[config.mk]
export PLATFORM = sky130hd
export DESIGN_NAME = dma_chan_seq
export DESIGN_NICKNAME = d
export VERILOG_FILES = /design/src/rtl/dma_chan_pkg.sv /design/src/rtl/dma_ctrl_decode.sv /design/src/rtl/dma_req_detect.sv /design/src/rtl/dma_addr_count.sv /design/src/rtl/dma_seq_fsm.sv /design/src/rtl/dma_chan_seq.sv
export SDC_FILE = /design/constraint.sdc
export NUM_CORES = 1
export LEC_CHECK = 0
export ABC_AREA = 0
export BUFFER_PORTS_ARGS = -buffer_cell sky130_fd_sc_hd__buf_2
export CAP_MARGIN = 20
export CORE_MARGIN = 1.5
export CORE_UTILIZATION = 26
export DETAILED_ROUTE_END_ITERATION = 10
export GPL_ROUTABILITY_DRIVEN = 0
export PLACE_DENSITY = 0.55
export REMOVE_ABC_BUFFERS = 1
export SYNTH_ARGS = -nofsm -noshare
export SYNTH_HDL_FRONTEND = slang
export SYNTH_SLANG_ARGS = --single-unit
export TNS_END_PERCENT = 5
[constraint.sdc]
create_clock -name clk -period 2.05 [get_ports clk]
set_input_delay 0.205 -clock clk [delete_from_list [all_inputs] [get_ports clk]]
set_output_delay 0.205 -clock clk [all_outputs]
set_load 0.02 [all_outputs]
[src/rtl/dma_chan_pkg.sv]
package dma_chan_pkg;

  localparam int CTRL_W     = 32;
  localparam int POS_RUN    = 0;
  localparam int POS_IRQEN  = 1;
  localparam int POS_SIZE   = 4;
  localparam int POS_KIND   = 8;
  localparam int POS_LOCK   = 11;
  localparam int POS_PRIO   = 12;
  localparam int POS_CONT   = 15;
  localparam int POS_MASK   = 16;
  localparam int STEP_W     = 3;

  typedef enum logic [2:0] {
    KIND_SINGLE   = 3'b000,
    KIND_HW_ARB   = 3'b001,
    KIND_SW_ARB   = 3'b010,
    KIND_HW_BURST = 3'b101,
    KIND_SW_BURST = 3'b110
  } xfer_kind_e;

  typedef enum logic [1:0] {
    ST_IDLE = 2'd0,
    ST_WAIT = 2'd1,
    ST_XFER = 2'd2,
    ST_GAP  = 2'd3
  } seq_state_e;

  function automatic logic [STEP_W-1:0] step_of(input logic [1:0] size);
    case (size)
      2'b00:   step_of = 3'd1;
      2'b01:   step_of = 3'd2;
      default: step_of = 3'd4;
    endcase
  endfunction

endpackage

[src/rtl/dma_ctrl_decode.sv]
module dma_ctrl_decode
  import dma_chan_pkg::*;
#(
  parameter int REQ_N = 13
) (
  input  logic [CTRL_W-1:0] word,
  output logic              run,
  output logic              irq_en,
  output logic              lock,
  output logic              cont,
  output logic              prio_on,
  output logic              legal,
  output logic              is_hw,
  output logic              is_burst,
  output logic [STEP_W-1:0] step,
  output logic [REQ_N-1:0]  mask
);

  localparam logic [CTRL_W-1:0] FIELD_BITS = 32'h0000_FF33;
  localparam logic [CTRL_W-1:0] MASK_BITS  =
    {{(CTRL_W-REQ_N){1'b0}}, {REQ_N{1'b1}}} << POS_MASK;
  localparam logic [CTRL_W-1:0] USED_BITS  = FIELD_BITS | MASK_BITS;

  logic [2:0] kind;
  logic       kind_ok;
  logic       spare_clear;

  assign run     = word[POS_RUN];
  assign irq_en  = word[POS_IRQEN];
  assign lock    = word[POS_LOCK];
  assign cont    = word[POS_CONT];
  assign prio_on = |word[POS_PRIO +: 3];
  assign kind    = word[POS_KIND +: 3];
  assign mask    = word[POS_MASK +: REQ_N];
  assign step    = step_of(word[POS_SIZE +: 2]);

  always_comb begin
    case (kind)
      KIND_SINGLE, KIND_HW_ARB, KIND_SW_ARB,
      KIND_HW_BURST, KIND_SW_BURST: kind_ok = 1'b1;
      default:                      kind_ok = 1'b0;
    endcase
  end

  assign spare_clear = ((word & ~USED_BITS) == '0);
  assign legal       = kind_ok & spare_clear;
  assign is_hw       = kind_ok & kind[0];
  assign is_burst    = kind_ok & kind[2];

endmodule

[src/rtl/dma_req_detect.sv]
module dma_req_detect #(
  parameter int REQ_N  = 13,
  parameter int SYNC_N = 2
) (
  input  logic             clk,
  input  logic             rst_n,
  input  logic [REQ_N-1:0] req_in,
  input  logic [REQ_N-1:0] mask,
  output logic             req_edge
);

  logic [REQ_N-1:0] rise;

  for (genvar i = 0; i < REQ_N; i++) begin : g_line
    logic [SYNC_N-1:0] chain;
    logic              prev;

    always_ff @(posedge clk or negedge rst_n) begin
      if (!rst_n) begin
        chain <= '0;
        prev  <= 1'b0;
      end else begin
        chain <= {chain[SYNC_N-2:0], req_in[i]};
        prev  <= chain[SYNC_N-1];
      end
    end

    assign rise[i] = chain[SYNC_N-1] & ~prev;
  end

  assign req_edge = |(rise & mask);

endmodule

[src/rtl/dma_addr_count.sv]
module dma_addr_count
  import dma_chan_pkg::*;
#(
  parameter int ADDR_W = 32,
  parameter int CNT_W  = 16
) (
  input  logic              clk,
  input  logic              rst_n,
  input  logic              load,
  input  logic              resume,
  input  logic [ADDR_W-1:0] start_src,
  input  logic [ADDR_W-1:0] start_dst,
  input  logic [CNT_W-1:0]  len,
  input  logic              advance,
  input  logic [STEP_W-1:0] step,
  output logic [ADDR_W-1:0] cur_src,
  output logic [ADDR_W-1:0] cur_dst,
  output logic [CNT_W-1:0]  remain,
  output logic              last
);

  logic [ADDR_W-1:0] step_ext;

  assign step_ext = {{(ADDR_W-STEP_W){1'b0}}, step};

  always_ff @(posedge clk or negedge rst_n) begin
    if (!rst_n) begin
      cur_src <= '0;
      cur_dst <= '0;
      remain  <= '0;
    end else if (load) begin
      if (!resume) begin
        cur_src <= start_src;
        cur_dst <= start_dst;
      end
      remain <= len;
    end else if (advance) begin
      cur_src <= cur_src + step_ext;
      cur_dst <= cur_dst + step_ext;
      remain  <= remain - 1'b1;
    end
  end

  assign last = (remain == {{(CNT_W-1){1'b0}}, 1'b1});

  AST_ADDR_PAIR_STEP: assert property (@(posedge clk) disable iff (!rst_n)
    (advance && !load) |=> ((cur_src - $past(cur_src)) == (cur_dst - $past(cur_dst))));

endmodule

[src/rtl/dma_seq_fsm.sv]
module dma_seq_fsm
  import dma_chan_pkg::*;
#(
  parameter int CNT_W = 16
) (
  input  logic             clk,
  input  logic             rst_n,
  input  logic             start,
  input  logic             start_hw,
  input  logic             zero_len,
  input  logic             act_hw,
  input  logic             act_burst,
  input  logic             req_edge,
  input  logic             last,
  input  logic [CNT_W-1:0] remain,
  input  logic             mem_ready,
  output logic             mem_valid,
  output logic             busy,
  output logic             advance,
  output logic             complete
);

  seq_state_e st, st_nx;
  logic       pend;
  logic       trig;

  assign trig = pend | req_edge;

  always_comb begin
    st_nx = st;
    case (st)
      ST_IDLE: if (start && !zero_len) st_nx = start_hw ? ST_WAIT : ST_XFER;
      ST_WAIT: if (trig) st_nx = ST_XFER;
      ST_XFER: begin
        if (mem_ready) begin
          if (last)           st_nx = ST_IDLE;
          else if (act_burst) st_nx = ST_XFER;
          else if (act_hw)    st_nx = ST_WAIT;
          else                st_nx = ST_GAP;
        end
      end
      default: st_nx = ST_XFER;
    endcase
  end

  always_ff @(posedge clk or negedge rst_n) begin
    if (!rst_n) begin
      st   <= ST_IDLE;
      pend <= 1'b0;
    end else begin
      st <= st_nx;
      if (start)                     pend <= 1'b0;
      else if (st == ST_WAIT && trig) pend <= 1'b0;
      else if (req_edge && busy)     pend <= 1'b1;
    end
  end

  assign mem_valid = (st == ST_XFER);
  assign busy      = (st != ST_IDLE);
  assign advance   = mem_valid & mem_ready;
  assign complete  = (advance & last) | (start & zero_len);

  AST_BURST_BACK_TO_BACK: assert property (@(posedge clk) disable iff (!rst_n)
    (mem_valid && mem_ready && act_burst && !last) |=> mem_valid);
  AST_COUNT_LIVE: assert property (@(posedge clk) disable iff (!rst_n)
    mem_valid |-> (remain != '0));
  AST_SW_GAP_ONE: assert property (@(posedge clk) disable iff (!rst_n)
    (st == ST_GAP) |=> mem_valid);

endmodule

[src/rtl/dma_chan_seq.sv]
module dma_chan_seq
  import dma_chan_pkg::*;
#(
  parameter int ADDR_W = 32,
  parameter int CNT_W  = 16,
  parameter int REQ_N  = 13,
  parameter int SYNC_N = 2
) (
  input  logic              clk,
  input  logic              rst_n,
  input  logic              ctrl_wr,
  input  logic [31:0]       ctrl_wdata,
  input  logic [ADDR_W-1:0] start_src,
  input  logic [ADDR_W-1:0] start_dst,
  input  logic [CNT_W-1:0]  xfer_len,
  input  logic [REQ_N-1:0]  hw_req,
  output logic              mem_valid,
  input  logic              mem_ready,
  output logic [ADDR_W-1:0] mem_rd_addr,
  output logic [ADDR_W-1:0] mem_wr_addr,
  output logic              bus_lock,
  output logic              busy,
  output logic              done,
  output logic              irq
);

  logic              d_run, d_irq_en, d_lock, d_cont, d_prio_on, d_legal;
  logic              d_hw, d_burst;
  logic [STEP_W-1:0] d_step;
  logic [REQ_N-1:0]  d_mask;

  logic              act_irq_en, act_lock, act_hw, act_burst;
  logic [STEP_W-1:0] act_step;
  logic [REQ_N-1:0]  act_mask;

  logic              accept, zero_len, req_edge, last, advance, complete;
  logic [CNT_W-1:0]  remain;

  dma_ctrl_decode #(.REQ_N(REQ_N)) u_dec (
    .word     (ctrl_wdata),
    .run      (d_run),
    .irq_en   (d_irq_en),
    .lock     (d_lock),
    .cont     (d_cont),
    .prio_on  (d_prio_on),
    .legal    (d_legal),
    .is_hw    (d_hw),
    .is_burst (d_burst),
    .step     (d_step),
    .mask     (d_mask)
  );

  assign accept   = ctrl_wr & ~busy & d_run & d_prio_on & d_legal;
  assign zero_len = (xfer_len == '0);

  always_ff @(posedge clk or negedge rst_n) begin
    if (!rst_n) begin
      act_irq_en <= 1'b0;
      act_lock   <= 1'b0;
      act_hw     <= 1'b0;
      act_burst  <= 1'b0;
      act_step   <= '0;
      act_mask   <= '0;
    end else if (accept) begin
      act_irq_en <= d_irq_en;
      act_lock   <= d_lock;
      act_hw     <= d_hw;
      act_burst  <= d_burst;
      act_step   <= d_step;
      act_mask   <= d_mask;
    end
  end

  dma_req_detect #(.REQ_N(REQ_N), .SYNC_N(SYNC_N)) u_req (
    .clk      (clk),
    .rst_n    (rst_n),
    .req_in   (hw_req),
    .mask     (act_mask),
    .req_edge (req_edge)
  );

  dma_addr_count #(.ADDR_W(ADDR_W), .CNT_W(CNT_W)) u_addr (
    .clk       (clk),
    .rst_n     (rst_n),
    .load      (accept),
    .resume    (d_cont),
    .start_src (start_src),
    .start_dst (start_dst),
    .len       (xfer_len),
    .advance   (advance),
    .step      (act_step),
    .cur_src   (mem_rd_addr),
    .cur_dst   (mem_wr_addr),
    .remain    (remain),
    .last      (last)
  );

  dma_seq_fsm #(.CNT_W(CNT_W)) u_fsm (
    .clk       (clk),
    .rst_n     (rst_n),
    .start     (accept),
    .start_hw  (d_hw),
    .zero_len  (zero_len),
    .act_hw    (act_hw),
    .act_burst (act_burst),
    .req_edge  (req_edge),
    .last      (last),
    .remain    (remain),
    .mem_ready (mem_ready),
    .mem_valid (mem_valid),
    .busy      (busy),
    .advance   (advance),
    .complete  (complete)
  );

  assign bus_lock = busy & act_lock & ~act_burst;

  always_ff @(posedge clk or negedge rst_n) begin
    if (!rst_n) begin
      done <= 1'b0;
      irq  <= 1'b0;
    end else begin
      if (complete)    done <= 1'b1;
      else if (accept) done <= 1'b0;
      irq <= complete & (accept ? d_irq_en : act_irq_en);
    end
  end

  AST_HOLD_UNDER_STALL: assert property (@(posedge clk) disable iff (!rst_n)
    (mem_valid && !mem_ready) |=> (mem_valid && $stable(mem_rd_addr) &&
                                   $stable(mem_wr_addr) && $stable(bus_lock)));
  AST_LOCK_STEADY: assert property (@(posedge clk) disable iff (!rst_n)
    (busy && $past(busy)) |-> $stable(bus_lock));
  AST_IRQ_SINGLE: assert property (@(posedge clk) disable iff (!rst_n)
    irq |=> !irq);
  AST_BUSY_IGNORES_WRITE: assert property (@(posedge clk) disable iff (!rst_n)
    (busy && ctrl_wr) |=> $stable(mem_rd_addr) || $past(advance));

endmodule

==> impl_summary.txt, run 1 <==
----------------------------------------------------
[Worst setup path]
  Highest net fanout along the worst path ... 4
  Type of the setup path with the least slack ... flop to flop
  Critical Path RT ... 2.40 ns
  CP Capture Type ... flop
  Cells on worst reg2reg path ... 7
  Critical path data arrival time ... 2.49 ns
  Startpoint type of the worst setup path ... flop

[Cells and area]
  Total Nets Final ... 1263
  Post-route cell area ... 11100 µm²
  Area of combinational cells with multiple inputs ... 3700 µm²
  Fillcell total ... 2822
  Area Growth Syn to Fin ... 52.4%
  Register Area ... 3600 µm²
  Share of layout cells above drive strength 1 ... 36.9%

[Floorplanning]
  Effective utilization at floorplan ... 26.3%
  Die Span Y ... 170 µm
  Core region area ... 27700 µm²
  Width of the die ... 170 µm
  Top-level port count ... 198
  Row Count ... 61
  Die footprint ... 29000 µm²

[Yosys]
  Gate Count Post-Synth ... 789
  Count of flip-flops with a built-in enable after synthesis ... 0
  Most instantiated flip-flop cell in the synthesis netlist ... dfrtp_1
  Yosys top cell area share ... 49.5%
  Number of flip-flops and latches in the synthesized netlist ... 144
  Most instantiated cells after synthesis ... dfrtp_1 (144), nand2_1 (125), a21oi_1 (57)
  Leading cell type by number of instances after synthesis ... dfrtp_1
  Ys async rst share ... 100%
  Seq/Total Area, Yosys ... 49.5%
  Distinct cells, synth ... 59
  Synth area leader ... dfrtp_1
  Warnings, synthesis ... 0
  Average cell area after synthesis ... 9.23 µm²
  Ranking of synthesized cells by area ... dfrtp_1 (49%), nand2_1 (6.4%), a21oi_1 (3.9%)
  Post-Synthesis Cell Area ... 7280 µm²

[Global route]
  Most Used Layer, Global Route ... met2
  GR Util met3 ... 3.70%
  Met2 track demand over resource in global routing ... 28.8%
  Global-route wire length before repair ... 39.9 mm
  Initial antenna violation count ... 1
  Pin count of the biggest net entering global routing ... 53
  Met1 global-route usage ... 23.5%
  Total overflow reported by the global router ... 0
  GRT Total Usage ... 17.6%
  Vias in the first global route ... 7574

[Drt]
  Antenna-violating nets left ... 0
  Total Wirelength ... 25.3 mm
  Total via count after detailed routing ... 7497
  WL per Instance ... 16.7 µm
  Router iterations before antenna repair ... 5
  # DRC ... 0
  Number of DRC markers in iteration 0 ... 482
  Average vias per placed instance ... 4.95

[Clock network]
  Clock slew at reported path FFs ... 0.07 ns
  Cell at the root of the clock tree ... clkbuf_16
  Clock insertion delay at the later pin of the skew report ... 0.42 ns
  CTS HTree Levels ... 4
  CTS tree ... yes
  Number of clock sinks ... 144
  Deepest clock path buffer count ... 2
  CTS Buf Count ... 17

[Run]
  Max cap viols ... 0

[Placement]
  Count of buffers inserted at the top-level ports ... 197
  Placed cell areas ... 9770 µm²
  DP Wirelength ... 18.4 mm

[Pwr]
  Pwr/cell area ... 738 nW/µm²
  Leakage power ... 5.00 nW
  Maximum vdd drop ... 0.427 mV
  Total power after layout ... 8.19 mW

[STA]
  Worst setup margin ... -0.0930 ns
  Largest clock skew in the final design ... 0.0106 ns
  Slew @ Worst Pin ... 0.527 ns
  Final Hold Fails ... 0
  Maximum clock frequency ... 467 MHz
  Tmin final ... 2.14 ns
  Final Slew Violations ... 0
  Tightest hold margin ... 0.0136 ns
  Final setup vio count ... 7
  Slew HR ... 64.9%
  Fraction of the cycle the final worst path needs ... 105%
  RSZ-0062 raised after global routing ... true

[Hold path]
  Worst min-delay path category ... input port to flop
  Hold Path Stages ... 3

[Run status]
  Failing checks ... setup timing
  Result of the run ... finished with violations

----------------------------------------------------
[power by group]
group	switching (mW)	internal, mW	total, mW
sequential	0.241	3.10	3.34
clock	1.44	1.78	3.22
combinational	0.871	0.753	1.62
[flip-flops by register name, summed over array words and instances, names as in the netlist]
| name | count |
|---|---|
| u_addr.cur_dst | 32 |
| u_addr.cur_src | 32 |
| u_req.g_line.chain | 26 |
| u_addr.remain | 16 |
| act_mask | 13 |
| u_req.g_line.prev | 13 |
| act_step | 3 |
| u_fsm.st | 2 |
| act_burst | 1 |
| act_hw | 1 |
| act_irq_en | 1 |
| act_lock | 1 |
| done | 1 |
| irq | 1 |
| u_fsm.pend | 1 |
[routing by layer]
metal,vias to the layer above,wire length [µm]
met5,-,0
met4,0,339
met3,22,1370
met2,203,12000
met1,3645,11600
li1,3627,-
[stage by stage]
stage | cells | setup WS [ns] | TNS, ns | utilization [%]
6_report | 1516 | -0.0930 | -0.278 | 40.1
5_1_grt | 1516 | -0.189 | -1.49 | 40.1
4_1_cts | 1511 | -0.0993 | -0.294 | 39.1
3_5_place_dp | 1440 | -0.313 | -3.29 | 35.3
3_3_place_gp | 1439 | -0.623 | -6.34 | 35.2
2_1_floorplan | 733 | -3.90 | -284.03 | -
[path summary, 6_finish.rpt]
check | start | end | slack [ns]
worst max-delay path | act_step[2] | u_addr.cur_dst[31] | -0.09
worst min-delay path | xfer_len[5] | u_addr.remain[5] | 0.01
worst max register to register | act_step[2] | u_addr.cur_dst[31] | -0.09
worst min register to register | u_req.g_line[0].chain[0] | u_req.g_line[0].chain[1] | 0.35
max in group asynchronous | rst_n | act_step[2] | 1.06
min in group asynchronous | rst_n | u_addr.remain[9] | 0.32
[cell usage in the layout (no fill, tap or decap), types with 18 or more instances in the layout]
master / count
a21oi_1: 47
a2bb2oi_1: 22
buf_12: 18
buf_2: 196
buf_4: 113
dfrtp_1: 144
dlygate4sd3_1: 37
nand2_1: 125
nand3_1: 25
nor2_1: 20
nor3_1: 27
o21ai_0: 44
o22ai_1: 39
[repair_timing]
action / in CTS / in global routing
endpoints found under the hold margin: 85 / 0
endpoints found under the setup margin: 37 / 46
setup buffers: 2 / 4
cloned: 0 / 0
pin swaps: 3 / 25
gates resized for setup: 14 / 50
hold buffers: 37 / 0
[layout make-up]
type                       count  share of cell area, %
sequential                   144                   32.5
tap                          378                   4.26
clock inverter                14                   1.47
timing repair buffer         372                   23.9
clock buffer                  18                   3.96
multi-input combinational    572                   33.4
antenna                        1                 0.0226
inverter                      17                  0.575
[worst max-delay path, stage by stage, from the launching register on]
cell	delay [ns]
dfrtp_1	0.42
buf_6	0.14
ha_4	0.31
nand3_4	0.10
a211o_1	0.33
or4_4	0.49
a21oi_2	0.15
a2bb2oi_2	0.13
[kinds of logic (layout without fill, tap and decap cells)]
family | Yosys count | count (layout) | share of synthesized area, %
AOI/OAI and AO/OA | 250 | 250 | 22.5
xor gates and xnor gates | 12 | 12 | 1.44
adders and majority gates | 10 | 10 | 1.92
buffers and inverters | 73 | 421 | 3.97
DFF | 144 | 144 | 49.5
muxes | 3 | 3 | 0.412
other | 0 | 1 | 0
and+or+nand+nor | 297 | 297 | 20.3
(Power assumes the default switching activity.)
==> inputs of run 2 (changes only) <==
--- a/config.mk
+++ b/config.mk
@@ -5,14 +5,14 @@
 export SDC_FILE = /design/constraint.sdc
 export NUM_CORES = 1
 export LEC_CHECK = 0
-export ABC_AREA = 0
+export ABC_AREA = 1
 export BUFFER_PORTS_ARGS = -buffer_cell sky130_fd_sc_hd__buf_2
 export CAP_MARGIN = 20
 export CORE_MARGIN = 1.5
 export CORE_UTILIZATION = 26
 export DETAILED_ROUTE_END_ITERATION = 10
 export GPL_ROUTABILITY_DRIVEN = 0
-export PLACE_DENSITY = 0.55
+export PLACE_DENSITY = 0.53
 export REMOVE_ABC_BUFFERS = 1
 export SYNTH_ARGS = -nofsm -noshare
 export SYNTH_HDL_FRONTEND = slang
==> constraint.sdc (replaced) <==
create_clock -name clk -period 2.4 [get_ports clk]
set_input_delay 0.24 -clock clk [delete_from_list [all_inputs] [get_ports clk]]
set_output_delay 0.24 -clock clk [all_outputs]
set_load 0.02 [all_outputs]
==> impl_summary.txt, run 2 <==
----------------------------------------------------
[Run status]
  Result of the run ... finished clean

[Pwr]
  Maximum vdd drop ... 0.472 mV (+11%)
  Leakage power ... 5.57 nW (+11%)
  Pwr/cell area ... 701 nW/µm² (-4.9%)
  Total power after layout ... 7.48 mW (-8.7%)

[Clock network]
  Hold bufs inserted after CTS ... 20 (-46%)
  CTS tree ... yes
  Count of buffers added by post-CTS timing repair for setup ... 0 (-2)
  Deepest clock path buffer count ... 2 (unchanged)
  Clock slew at reported path FFs ... 0.07 ns (about the same)
  Clock insertion delay at the later pin of the skew report ... 0.42 ns (about the same)
  Number of clock sinks ... 144 (unchanged)
  CTS Buf Count ... 17 (unchanged)
  CTS HTree Levels ... 4 (unchanged)
  Cell at the root of the clock tree ... clkbuf_16
  Number of instances resized during post-cts repair ... 0 (-14)

[Drt]
  Total via count after detailed routing ... 8391 (+12%)
  # DRC ... 0 (unchanged)
  Average vias per placed instance ... 4.50 (-8.9%)
  WL per Instance ... 14.4 µm (-13%)
  Router iterations before antenna repair ... 7 (+2)
  Total Wirelength ... 26.9 mm (+6.4%)
  Number of DRC markers in iteration 0 ... 560 (+16%)
  Antenna-violating nets left ... 0 (unchanged)

[Cells and area]
  Commonest non-fill, non-tap cell in the layout ... nand2_1
  Share of layout cells above drive strength 1 ... 19.0% (-18 points)
  Top Registers ... u_addr.cur_dst: 32 flops, u_addr.cur_src: 32 flops, u_req.g_line.chain: 26 flops
  Total Nets Final ... 1587 (+26%)
  Area Growth Syn to Fin ... 26.8%
  Leading cell types in the layout, fill and taps excluded ... nand2_1 (521), nor2_1 (206), buf_2 (196), dfrtp_1 (144), nand3_1 (86)
  Fillcell total ... 3482 (+23%)

[Yosys]
  Leading cell type by number of instances after synthesis ... nand2_1
  Synth area leader ... dfrtp_1
  Distinct cells, synth ... 32 (-46%)
  Average cell area after synthesis ... 6.84 µm² (-26%)
  Post-Synthesis Cell Area ... 8410 µm² (+15%)
  Yosys top cell area share ... 42.8% (-6.6 points)
  Warnings, synthesis ... 0 (unchanged)
  Number of flip-flops and latches in the synthesized netlist ... 144 (unchanged)
  Seq/Total Area, Yosys ... 42.8% (-6.6 points)
  Ranking of synthesized cells by area ... dfrtp_1 (43%), nand2_1 (23%), nor2_1 (9.2%)
  Most instantiated flip-flop cell in the synthesis netlist ... dfrtp_1
  Most instantiated cells after synthesis ... nand2_1 (521), nor2_1 (206), dfrtp_1 (144)
  Ys async rst share ... 100% (unchanged)
  Gate Count Post-Synth ... 1230 (+56%)
  Count of flip-flops with a built-in enable after synthesis ... 0 (unchanged)

[Worst setup path]
  CP Capture Type ... flop
  Critical Path RT ... 2.72 ns (+0.32 ns)
  Type of the setup path with the least slack ... flop to flop
  CP most frequent cell ... nand2_1
  Endpoint of the worst register-to-register path ... u_addr.cur_dst[18]
  R2R Path Start ... u_addr.cur_dst[0]
  Startpoint type of the worst setup path ... flop
  Critical path data arrival time ... 2.35 ns (-0.14 ns)
  Ordered list of cells on the worst path ... ha_1, fa_1, nand2_1, nand2_1, nand2_1, inv_1, nand2_1, nor2_1, nand3b_1, nand3_1, nand2_1, nand2_1
  Slowest cell on crit path ... fa_1
  Setup slack of the worst register-to-register path ... 0.37 ns (+0.46 ns)
  Max stage delay on crit path ... 0.43 ns (-0.06 ns)
  Highest net fanout along the worst path ... 4 (unchanged)
  Cells on worst reg2reg path ... 12 (+5)

[Placement]
  DP Wirelength ... 19.8 mm (+7.9%)
  Post-Place Worst Slack ... 0.386 ns (+0.699 ns)
  Count of buffers inserted at the top-level ports ... 197 (unchanged)

[Floorplanning]
  Width of the die ... 183 µm (+7.3%)
  Effective utilization at floorplan ... 26.5% (+0.23 points)
  Row Count ... 65 (+6.6%)
  Die Span Y ... 183 µm (+7.3%)
  Top-level port count ... 198 (unchanged)
  Core region area ... 31700 µm² (+14%)
  Die footprint ... 33400 µm² (+15%)

[Hold path]
  Worst min-delay path startpoint ... ctrl_wdata[22]
  Worst min-delay path endpoint ... act_mask[6]
  Hold Path Stages ... 3 (unchanged)
  Worst min-delay path category ... input port to flop

[Global route]
  Initial antenna violation count ... 1 (unchanged)
  Vias in the first global route ... 8217 (+8.5%)
  Global-route wire length before repair ... 43.4 mm (+8.7%)
  Total overflow reported by the global router ... 0 (unchanged)
  GRT Total Usage ... 16.6% (-1.0 points)
  Pin count of the biggest net entering global routing ... 103 (+94%)

[STA]
  Worst setup margin ... 0.372 ns (+0.465 ns)
  Final Hold Fails ... 0 (unchanged)
  Tmin final ... 2.03 ns (-0.115 ns)
  RSZ-0062 raised after global routing ... false
  Slew HR ... 57.4% (-7.5 points)
  Final setup vio count ... 0 (-7)
  Fraction of the cycle the final worst path needs ... 84.5% (-20 points)
  Largest clock skew in the final design ... 0.00903 ns (-0.00154 ns)
  Slew @ Worst Pin ... 0.639 ns (+0.112 ns)
  Maximum clock frequency ... 493 MHz (+5.7%)
  Final Slew Violations ... 0 (unchanged)

[Run]
  Max cap viols ... 0 (unchanged)

----------------------------------------------------
## run 2: changes by cell type in the layout (fill, tap and decap cells not counted), moves of 17 or more
cell	change
nand2_1	+396
a2bb2oi_1	-22
nand3b_1	+24
a21oi_1	-40
nor2_1	+186
nor4_1	-17
o22ai_1	-39
buf_4	-103
inv_1	+56
dlygate4sd3_1	-17
o21ai_0	-22
nand3_1	+61
nor3_1	-19
nor2_2	+22
## run 2: metal layers
| metal | global-route usage (%) | wire length [µm] |
|---|---|---|
| met1 | 21.5 | 12400 |
| met2 | 28.4 | 12800 |
| met3 | 3.38 | 1450 |
| met4 | 3.93 | 194 |
| met5 | 0 | 0 |
## run 2: kinds of logic after synthesis
| kind of cell | synth area share, % |
|---|---|
| simple gates | 43.9 |
| flops | 42.8 |
| buf+inv | 5.31 |
| compound gates | 3.38 |
| xor+xnor | 2.92 |
| fa+ha+maj | 1.67 |
## run 2: cell type report
class	instances	area [µm²]	area share, %
inverters	76	285	2.68
diodes	1	2.50	0.0235
flip-flops and latches	144	3600	33.8
clock buffers	18	439	4.12
multi-input cells	979	4380	41.0
well taps	402	503	4.72
clock inverters	13	126	1.19
repair buffers	230	1330	12.5
## run 2: critical path: cells and delay by family (launching register included)
kind,cells,cell delay [ns]
DFF,1,0.39
buffers and inverters,1,0.10
and+or+nand+nor,9,0.76
adders and majority gates,2,0.68
## run 2: worst max path at each step
stage / start / slack (ns) / cells past startpoint / end
6_report: u_addr.cur_dst[0] / 0.37 / 12 / u_addr.cur_dst[18]
3_3_place_gp: act_step[0] / 0.42 / 11 / u_addr.cur_src[18]
5_1_grt: act_step[2] / 0.18 / 10 / u_addr.cur_dst[17]
4_1_cts: u_addr.cur_dst[0] / 0.37 / 12 / u_addr.cur_dst[18]
2_1_floorplan: u_fsm.st[0] / -0.33 / 11 / u_addr.cur_dst[16]
3_5_place_dp: act_step[2] / 0.39 / 10 / u_addr.cur_dst[25]
## run 2: through the flow
step	hold WS [ns]	setup TNS (ns)	utilization (%)	cell area [µm²]	cells
final	0.0158	0	33.6	10700	1863
after detailed placement	0.285	0	31.2	9890	1811
after global placement	0.280	0	31.2	9890	1811
after CTS	0.00104	0	33.6	10700	1862
after global routing	0.00199	0	33.6	10700	1862
after floorplan	-0.0556	-17.46	-	8250	1199
## run 2: report_power, final
part           total [mW]  switching [mW]  internal, mW
logic                1.86            1.20         0.665
clock network        2.60            1.13          1.47
registers            3.01           0.308          2.70
total                7.48            2.64          4.84
